File: src/rtl/lpm_pkg.sv
// Shared types of the low-power mode controller.
// Assumes the 2-bit state codes are read by other logic and must not move.
package lpm_pkg;
    typedef enum logic [1:0] {
        ST_RUN  = 2'd0,
        ST_IDLE = 2'd1,
        ST_PD   = 2'd2,
        ST_WAKE = 2'd3
    } lpm_state_e;

    typedef enum logic {
        SRC_INT = 1'b0,
        SRC_RST = 1'b1
    } wake_src_e;
endpackage

File: src/rtl/lpm_wake_qual.sv
// Qualifies external pins as power-down wake sources and remembers which
// pins caused a wake. Assumes the pins are synchronised and active low.
module lpm_wake_qual #(
    parameter int N_EXT = 2
) (
    input  logic             clk,
    input  logic             rst_n,
    input  logic [N_EXT-1:0] pin_n,
    input  logic [N_EXT-1:0] en,
    input  logic [N_EXT-1:0] edge_sel,
    input  logic             capture,
    output logic             hit,
    output logic             released
);
    logic [N_EXT-1:0] hit_vec;
    logic [N_EXT-1:0] armed;
    logic [N_EXT-1:0] still_low;

    // Per pin: enabled, level-sensitive and low counts as a wake.
    for (genvar i = 0; i < N_EXT; i++) begin : g_pin
        assign hit_vec[i]   = en[i] & ~edge_sel[i] & ~pin_n[i];
        assign still_low[i] = armed[i] & ~pin_n[i];
    end

    assign hit      = |hit_vec;
    assign released = ~|still_low;

    // Latch the set of pins that started the wake.
    always_ff @(posedge clk) begin
        if (!rst_n) begin
            armed <= '0;
        end else if (capture) begin
            armed <= hit_vec;
        end
    end
endmodule

File: src/rtl/lpm_stab_cnt.sv
// Counts oscillator stabilisation cycles while the controller is waking.
// done rises in the wake cycle whose index equals limit (0-based).
module lpm_stab_cnt #(
    parameter int STAB_W = 20
) (
    input  logic              clk,
    input  logic              rst_n,
    input  logic              in_wake,
    input  logic [STAB_W-1:0] limit,
    output logic              done
);
    logic [STAB_W-1:0] cnt;

    // Clear outside wake, count up to the limit inside it.
    always_ff @(posedge clk) begin
        if (!rst_n || !in_wake) begin
            cnt <= '0;
        end else if (cnt != limit) begin
            cnt <= cnt + 1'b1;
        end
    end

    assign done = in_wake && (cnt == limit);
endmodule

File: src/rtl/lpm_guard.sv
// Holds the RAM write block for a fixed number of cycles after a start pulse.
// Models the window in which the core may still run before its reset.
module lpm_guard #(
    parameter int GUARD_CYC = 24
) (
    input  logic clk,
    input  logic rst_n,
    input  logic start,
    output logic block
);
    localparam int GW = $clog2(GUARD_CYC + 1);
    localparam logic [GW-1:0] GLOAD = GW'(GUARD_CYC);

    logic [GW-1:0] left;

    // Load on start, count down to zero.
    always_ff @(posedge clk) begin
        if (!rst_n) begin
            left <= '0;
        end else if (start) begin
            left <= GLOAD;
        end else if (left != '0) begin
            left <= left - 1'b1;
        end
    end

    assign block = (left != '0);
endmodule

File: src/rtl/lpm_fsm.sv
// Power-state sequencer. It decides the transitions between run, idle,
// power-down and wake, the wake source, and the interrupt-wake flag.
// Assumes chip_rst is synchronous and that the core resets itself on it.
module lpm_fsm
    import lpm_pkg::*;
(
    input  logic       clk,
    input  logic       rst_n,
    input  logic       chip_rst,
    input  logic       mode_wr,
    input  logic       mode_idle,
    input  logic       mode_pd,
    input  logic       irq_pending,
    input  logic       wake_hit,
    input  logic       wake_released,
    input  logic       stab_done,
    output lpm_state_e state,
    output logic       capture,
    output logic       guard_start,
    output logic       int_wake
);
    lpm_state_e nxt;
    wake_src_e  src, src_nxt;
    logic       int_done;

    // Next-state and side-effect decisions.
    always_comb begin
        nxt         = state;
        src_nxt     = src;
        capture     = 1'b0;
        guard_start = 1'b0;
        int_done    = 1'b0;
        case (state)
            ST_RUN: begin
                if (mode_wr && mode_pd) begin
                    nxt = ST_PD;
                end else if (mode_wr && mode_idle) begin
                    nxt = ST_IDLE;
                end
            end
            ST_IDLE: begin
                if (chip_rst) begin
                    nxt         = ST_RUN;
                    guard_start = 1'b1;
                end else if (irq_pending) begin
                    nxt = ST_RUN;
                end
            end
            ST_PD: begin
                if (chip_rst) begin
                    nxt     = ST_WAKE;
                    src_nxt = SRC_RST;
                end else if (wake_hit) begin
                    nxt     = ST_WAKE;
                    src_nxt = SRC_INT;
                    capture = 1'b1;
                end
            end
            ST_WAKE: begin
                if (chip_rst) begin
                    src_nxt = SRC_RST;
                end
                if (stab_done) begin
                    if (src == SRC_RST || chip_rst) begin
                        nxt = ST_RUN;
                    end else if (wake_released) begin
                        nxt      = ST_RUN;
                        int_done = 1'b1;
                    end
                end
            end
            default: nxt = ST_RUN;
        endcase
    end

    // State, wake source and flag registers.
    always_ff @(posedge clk) begin
        if (!rst_n) begin
            state    <= ST_RUN;
            src      <= SRC_RST;
            int_wake <= 1'b0;
        end else begin
            state    <= nxt;
            src      <= src_nxt;
            int_wake <= int_done;
        end
    end
endmodule

File: src/rtl/lpm_ctrl.sv
// Top of the low-power mode controller. It joins the sequencer, the wake
// qualifier, the stabilisation counter and the RAM guard, and decodes
// the enables from the state. Block reset is synchronous, active low.
module lpm_ctrl
    import lpm_pkg::*;
#(
    parameter int N_EXT       = 2,
    parameter int STAB_W      = 20,
    parameter int CLK_PER_MC  = 12,
    parameter int TAKEOVER_MC = 2
) (
    input  logic              clk,
    input  logic              rst_n,
    input  logic              chip_rst,
    input  logic              mode_wr,
    input  logic              mode_idle,
    input  logic              mode_pd,
    input  logic              tmr_run_idle,
    input  logic              irq_pending,
    input  logic [N_EXT-1:0]  ext_pin_n,
    input  logic [N_EXT-1:0]  ext_en,
    input  logic [N_EXT-1:0]  ext_edge,
    input  logic [STAB_W-1:0] stab_cycles,
    output logic [1:0]        state,
    output logic              core_clk_en,
    output logic              osc_en,
    output logic              tmr_clk_en,
    output logic              ram_wr_block,
    output logic              pin_hold,
    output logic              pin_level,
    output logic              int_wake
);
    localparam int GUARD_CYC = TAKEOVER_MC * CLK_PER_MC;

    lpm_state_e st;
    logic       capture, guard_start, wake_hit, wake_released, stab_done;

    lpm_fsm u_fsm (
        .clk          (clk),
        .rst_n        (rst_n),
        .chip_rst     (chip_rst),
        .mode_wr      (mode_wr),
        .mode_idle    (mode_idle),
        .mode_pd      (mode_pd),
        .irq_pending  (irq_pending),
        .wake_hit     (wake_hit),
        .wake_released(wake_released),
        .stab_done    (stab_done),
        .state        (st),
        .capture      (capture),
        .guard_start  (guard_start),
        .int_wake     (int_wake)
    );

    lpm_wake_qual #(.N_EXT(N_EXT)) u_qual (
        .clk     (clk),
        .rst_n   (rst_n),
        .pin_n   (ext_pin_n),
        .en      (ext_en),
        .edge_sel(ext_edge),
        .capture (capture),
        .hit     (wake_hit),
        .released(wake_released)
    );

    lpm_stab_cnt #(.STAB_W(STAB_W)) u_stab (
        .clk    (clk),
        .rst_n  (rst_n),
        .in_wake(st == ST_WAKE),
        .limit  (stab_cycles),
        .done   (stab_done)
    );

    lpm_guard #(.GUARD_CYC(GUARD_CYC)) u_guard (
        .clk  (clk),
        .rst_n(rst_n),
        .start(guard_start),
        .block(ram_wr_block)
    );

    // Decode the enables and pin levels from the state.
    always_comb begin
        core_clk_en = 1'b0;
        osc_en      = 1'b1;
        tmr_clk_en  = 1'b0;
        pin_hold    = 1'b1;
        pin_level   = 1'b0;
        case (st)
            ST_RUN: begin
                core_clk_en = 1'b1;
                tmr_clk_en  = 1'b1;
                pin_hold    = 1'b0;
            end
            ST_IDLE: begin
                tmr_clk_en = tmr_run_idle;
                pin_level  = 1'b1;
            end
            ST_PD: begin
                osc_en = 1'b0;
            end
            default: begin
            end
        endcase
    end

    assign state = st;
endmodule

File: config.mk
export PLATFORM = sky130hd
export DESIGN_NAME = lpm_ctrl
export DESIGN_NICKNAME = d
export VERILOG_FILES = /design/src/rtl/lpm_pkg.sv /design/src/rtl/lpm_wake_qual.sv /design/src/rtl/lpm_stab_cnt.sv /design/src/rtl/lpm_guard.sv /design/src/rtl/lpm_fsm.sv /design/src/rtl/lpm_ctrl.sv
export SDC_FILE = /design/constraint.sdc
export NUM_CORES = 1
export LEC_CHECK = 0
export BUFFER_PORTS_ARGS = -buffer_cell sky130_fd_sc_hd__buf_2
export CORE_ASPECT_RATIO = 1.75
export CORE_MARGIN = 2
export CORE_UTILIZATION = 54
export DETAILED_ROUTE_END_ITERATION = 7
export GPL_ROUTABILITY_DRIVEN = 0
export MAX_ROUTING_LAYER = met4
export PLACE_DENSITY = 0.83
export SLEW_MARGIN = 20
export SYNTH_ARGS = -nofsm -noshare
export SYNTH_HDL_FRONTEND = slang
export SYNTH_SLANG_ARGS = --single-unit
File: constraint.sdc
create_clock -name clk -period 1.9 [get_ports clk]
set_clock_uncertainty 0.1 [all_clocks]
set_input_delay 0.285 -clock clk [delete_from_list [all_inputs] [get_ports clk]]
set_output_delay 0.285 -clock clk [all_outputs]
set_load 0.005 [all_outputs]
# Yosys cells after proc, flatten, opt, wreduce, memory -nomap -nowiden
# Index checks and enable logic that the tools add are counted.
dict set report totals {
  reg_bits 31
  input_bits 34
  output_inout_bits 9
  elab_cells 77
}
dict set report op_classes {
  add_sub_neg 2
  eq_ne 11
  n_mux 27
  bitwise 13
  n_reduce_logical 17
}
# op count
set op_table {}
lappend op_table {{20-bit by 1-bit adder with 20-bit output, second input constant} 1}
lappend op_table {{20-bit equality test} 1}
lappend op_table {{20-bit != test} 1}
lappend op_table {{2-bit two-way mux} 9}
lappend op_table {{1-bit two-way mux} 13}
lappend op_table {{5-bit two-way mux} 2}
lappend op_table {{2-bit one-hot mux with 4 select lines} 1}
lappend op_table {{1-bit inverter} 7}
lappend op_table {{1-bit AND} 6}
lappend op_table {{3-bit != test, second input constant} 2}
lappend op_table {{2-bit OR reduction} 3}
lappend op_table {{5-bit AND reduction} 1}
lappend op_table {{5-bit nonzero test} 1}
lappend op_table {{5-bit by 1-bit subtractor with 5-bit output, second input constant} 1}
lappend op_table {{2-bit equality test, second input constant} 2}
lappend op_table {{2-bit != test, second input constant} 2}
lappend op_table {{1-bit one-hot mux with 2 select lines} 2}
lappend op_table {{2-bit nonzero test} 2}
lappend op_table {{4-bit OR reduction} 1}
lappend op_table {{1-bit logical AND} 3}
lappend op_table {{3-bit by 1-bit != test with 1-bit output, second input constant} 1}
lappend op_table {{3-bit by 2-bit != test with 1-bit output, second input constant} 1}
lappend op_table {{3-bit AND reduction} 1}
lappend op_table {{2-bit by 1-bit equality test with 1-bit output, second input constant} 1}
lappend op_table {{3 further kinds} 5}

# Longest topological paths before layout
dict set report logic_depth {
  depth_word 7
  mapped_depth 7
  ltp_nobuf 7
}

# Modules after synthesis
# Synthesis repeated with hierarchy kept, for this count alone.
dict set report unflattened {
  cells_unflattened 216
  area_unflattened_um2 1866.8
}
# module instances cells_each area_each_um2 seq_area_each_um2
set modules_own_cells {}
lappend modules_own_cells {lpm_stab_cnt 1 144 1253.7 400.4}
lappend modules_own_cells {lpm_guard 1 26 245.2 100.1}
lappend modules_own_cells {lpm_fsm 1 26 225.2 80.1}
lappend modules_own_cells {lpm_wake_qual 1 13 105.1 40.0}
lappend modules_own_cells {lpm_ctrl 1 7 37.5 0.0}

# Least setup slack after synthesis
# No wires, ideal clock.
dict set report synth_path {
  path_kind {reg-to-reg}
  from {register u_guard.left[0]}
  to {register u_guard.left[1]}
  setup_ns 0.086
  arrival_time_ns 1.508
  t_required_ns 1.714
  path_slack_ns 0.206
  path_stages_with_launch 7
  n_path_buf 0
  period_less_slack_ns 1.694
  path_cell_list {dfxtp_1 inv_1 ha_1 or3b_2 nor2_1 inv_1 a211oi_1}
}
dict set report synth_between {
  elab_chain_cells 1
  word_cells_on_any_way 2
  classes_between {1 x add/sub; 1 x reduce/logical}
}
# element line
set synth_rtl {}
lappend synth_rtl {{start, declared} lpm_guard.sv:14} ;# logic [GW-1:0] left;
lappend synth_rtl {{start signal, assigned} lpm_guard.sv:23} ;# left <= left - 1'b1;
lappend synth_rtl {{5-bit nonzero test} -}
lappend synth_rtl {{named net ram_wr_block} lpm_ctrl.sv:28} ;# output logic ram_wr_block,
# The timed path passes the listed nets, and every way through them passes these cells.
# A chain may end at the register's enable or synchronous reset.

# Final worst setup path
dict set report layout_path {
  from {register u_guard.left[0]}
  to {output ram_wr_block}
}
dict set report layout_between {
  elab_chain_cells 1
}
# element line
set layout_rtl {}
lappend layout_rtl {{5-bit nonzero test} lpm_guard.sv:27} ;# assign block = (left != '0);
lappend layout_rtl {{end, declared} lpm_ctrl.sv:28}
# Every way passes these cells.

==> flow_summary.json <==
{
  "drt-initial-drc-count": 35,
  "slew_headroom": 0.735,
  "hold_viol_final": 0,
  "cp-start-kind": "flip-flop",
  "antenna_found_initial": 0,
  "hold_path.class": "primary input to flip-flop",
  "initial_core_util": 0.566,
  "synth-edff-count": 0,
  "cap_viol_max_count": 0,
  "grt_pass1_vias": 1861,
  "clkTransAtPathRegs_ps": 60,
  "async_reset_ff_frac": 0,
  "peakVddDrop_v": 0.000732,
  "place_hpwl_um": 3570,
  "wl_um": 4950,
  "wl_per_cell_um": 14.6,
  "yosysUniqueCellTypes": 37,
  "numClockSinks": 31,
  "syn_inst": 239,
  "dp_slack_ps": 84.3,
  "cts_tree": "yes",
  "tightest_slew_ps": 395,
  "crit_fanout": 2,
  "fin_util": 0.710,
  "viasPerCell": 5.70,
  "dieArea_um2": 4030,
  "grt_first_pass_wirelength_um": 7800,
  "crit_type": "flip-flop to output port",
  "port_buffers": 42,
  "core_um2": 3360,
  "fin_crit_sh": 0.976,
  "crit_path_end_kind": "output port",
  "syn_nets": 275,
  "ys_ff_latch": 31,
  "synth_warnings": 0,
  "die_w_um": 48.9,
  "postRouteAntennaNets": 0,
  "synth_top_area_cell": "dfxtp_1",
  "syn_area_um2": 1900,
  "period_needed_ps": 1860,
  "synthTopCellsByArea": "dfxtp_1 (33%), xnor2_1 (10%), mux2i_1 (7.9%)",
  "status": "complete, no violations",
  "grt_max_degree": 34,
  "leakage_nw": 0.880,
  "setup_viol_count_final": 0,
  "yosys.area.top_type_share": 0.326,
  "p_per_area_nw_per_um2": 776,
  "required_ps": 1510,
  "yosys_most_used_dff": "dfxtp_1",
  "ys_seq_area_frac": 0.326,
  "dr.pass1.iters": 4,
  "overflow": 0,
  "die_height_um": 82.5,
  "finalWorstSetupSlack_ps": 44.8,
  "cts_htree_levels": 2,
  "max_freq_ghz": 0.539,
  "postCtsHoldBufs": 0,
  "dr_total_vias": 1939,
  "drcViolationCount": 0,
  "arrival_ps": 1470,
  "avgSynthCellArea_um2": 7.96,
  "grt_usage": 0.260,
  "nets": 330,
  "antennaDiodeCount": 0,
  "numCtsBuffers": 5,
  "io_pins": 43,
  "rows": 28,
  "clock_path_buffers": 2,
  "drive_gt1_frac": 0.275,
  "slew_violations": 0,
  "root_buffer": "clkbuf_8",
  "clk_latency_ps": 280,
  "synthToLayoutAreaGrowth_pct": 25.4
}
==> cells by family (layout without fill, tap and decap cells) <==
logic type	count (synthesis)	after routing	share of synthesized area
simple gates	107	107	0.285
xor+xnor	22	22	0.101
fa+ha+maj	2	2	0.0131
flops	31	31	0.326
buf+inv	21	77	0.0546
mux	15	15	0.0789
compound gates	41	41	0.141
==> synthesized netlist by cell type, types with 2 or more instances <==
library cell and n:
buf_2 7, a2111o_1 3, and3_1 4, o21ai_1 2, inv_1 10, nor3b_1 2, nand2b_1 15, nand2_1 39
nor2_1 12, dfxtp_1 31, mux2i_1 15, o22ai_1 2, a211oi_1 7, xnor2_1 22, ha_1 2, buf_6 2
nor3_1 5, nand4_1 12, nand3_1 9, or2_2 2, a21oi_1 20
==> per-stage QoR <==
| step | area (um^2) | setup TNS, ps | instances | hold WS, ps | total power, mW |
|---|---|---|---|---|---|
| after floorplan | 1900 | 0 | 239 | 329 | 0.976 |
| after global placement | 2230 | 0 | 328 | 343 | 1.11 |
| after detailed placement | 2230 | 0 | 328 | 350 | 1.13 |
| after CTS | 2350 | 0 | 338 | 216 | 1.77 |
| after global routing | 2390 | -16.5 | 340 | 233 | 1.94 |
| final | 2390 | 0 | 340 | 219 | 1.85 |
==> registers in the layout (all words and copies together) (netlist names) <==
register        count
u_fsm.state         2
u_qual.armed        2
u_stab.cnt         20
u_guard.left        5
u_fsm.int_wake      1
u_fsm.src           1
==> where the power goes <==
part           total [mW]  switching, mW  internal, mW
clock network       0.565          0.235         0.330
registers           0.742         0.0410         0.701
logic               0.544          0.247         0.298
total                1.85          0.523          1.33
==> cell type report <==
type | instances | area, um^2
Clock buffer | 8 | 100
Fill cell | 285 | 976
Sequential cell | 31 | 624
Timing Repair Buffer | 59 | 363
Multi-Input combinational cell | 187 | 1210
Inverter | 10 | 37.5
Tap cell | 45 | 56.3
==> routing by layer <==
| layer | global-route usage | part of all wire |
|---|---|---|
| met1 | 0.239 | 0.36 |
| met5 | - | 0 |
| met3 | 0.0504 | 0.061 |
| met4 | 0.174 | 0.047 |
| met2 | 0.486 | 0.53 |
==> cells in the final DEF (no fill, tap or decap), types with 3 or more instances in the layout <==
master	netlist	final
inv_1	10	7
nand2_1	39	39
inv_2	0	3
a2111o_1	3	3
nand4_1	12	12
xnor2_1	22	22
mux2i_1	15	15
nand3_1	9	9
and3_1	4	4
a21oi_1	20	20
buf_2	7	42
dfxtp_1	31	28
nor3_1	5	4
clkbuf_8	0	7
nand2b_1	15	15
dfxtp_2	0	3
nor2_1	12	11
a211oi_1	7	7
buf_4	0	15
==> worst paths after layout <==
kind / start / to / cells after the start / slack (ps)
max: u_guard.left[0]$_SDFFE_PP0P_ / ram_wr_block / 6 / 40
min: ext_edge[0] / u_qual.armed[0]$_SDFFE_PN0P_ / 4 / 220
max reg2reg: u_stab.cnt[3]$_SDFFE_PP0P_ / u_stab.cnt[13]$_SDFFE_PP0P_ / 4 / 100
min reg2reg: u_qual.armed[0]$_SDFFE_PN0P_ / u_qual.armed[0]$_SDFFE_PN0P_ / 2 / 350
==> critical path: stages, from the launching register on <==
cell and delay, ps:
dfxtp_2 320, inv_2 70, ha_4 130, or3b_4 390
nor2_4 120, inv_2 50, buf_2 120
==> repair_timing <==
action                                  4_1_cts  5_1_grt
hold endpoints to repair                      0        0
pin swaps                                     2        4
setup buffers                                 2        2
gates resized for setup                       6        6
endpoints found under the setup margin        1        7
Note: power is estimated with default switching activity, not from simulation.
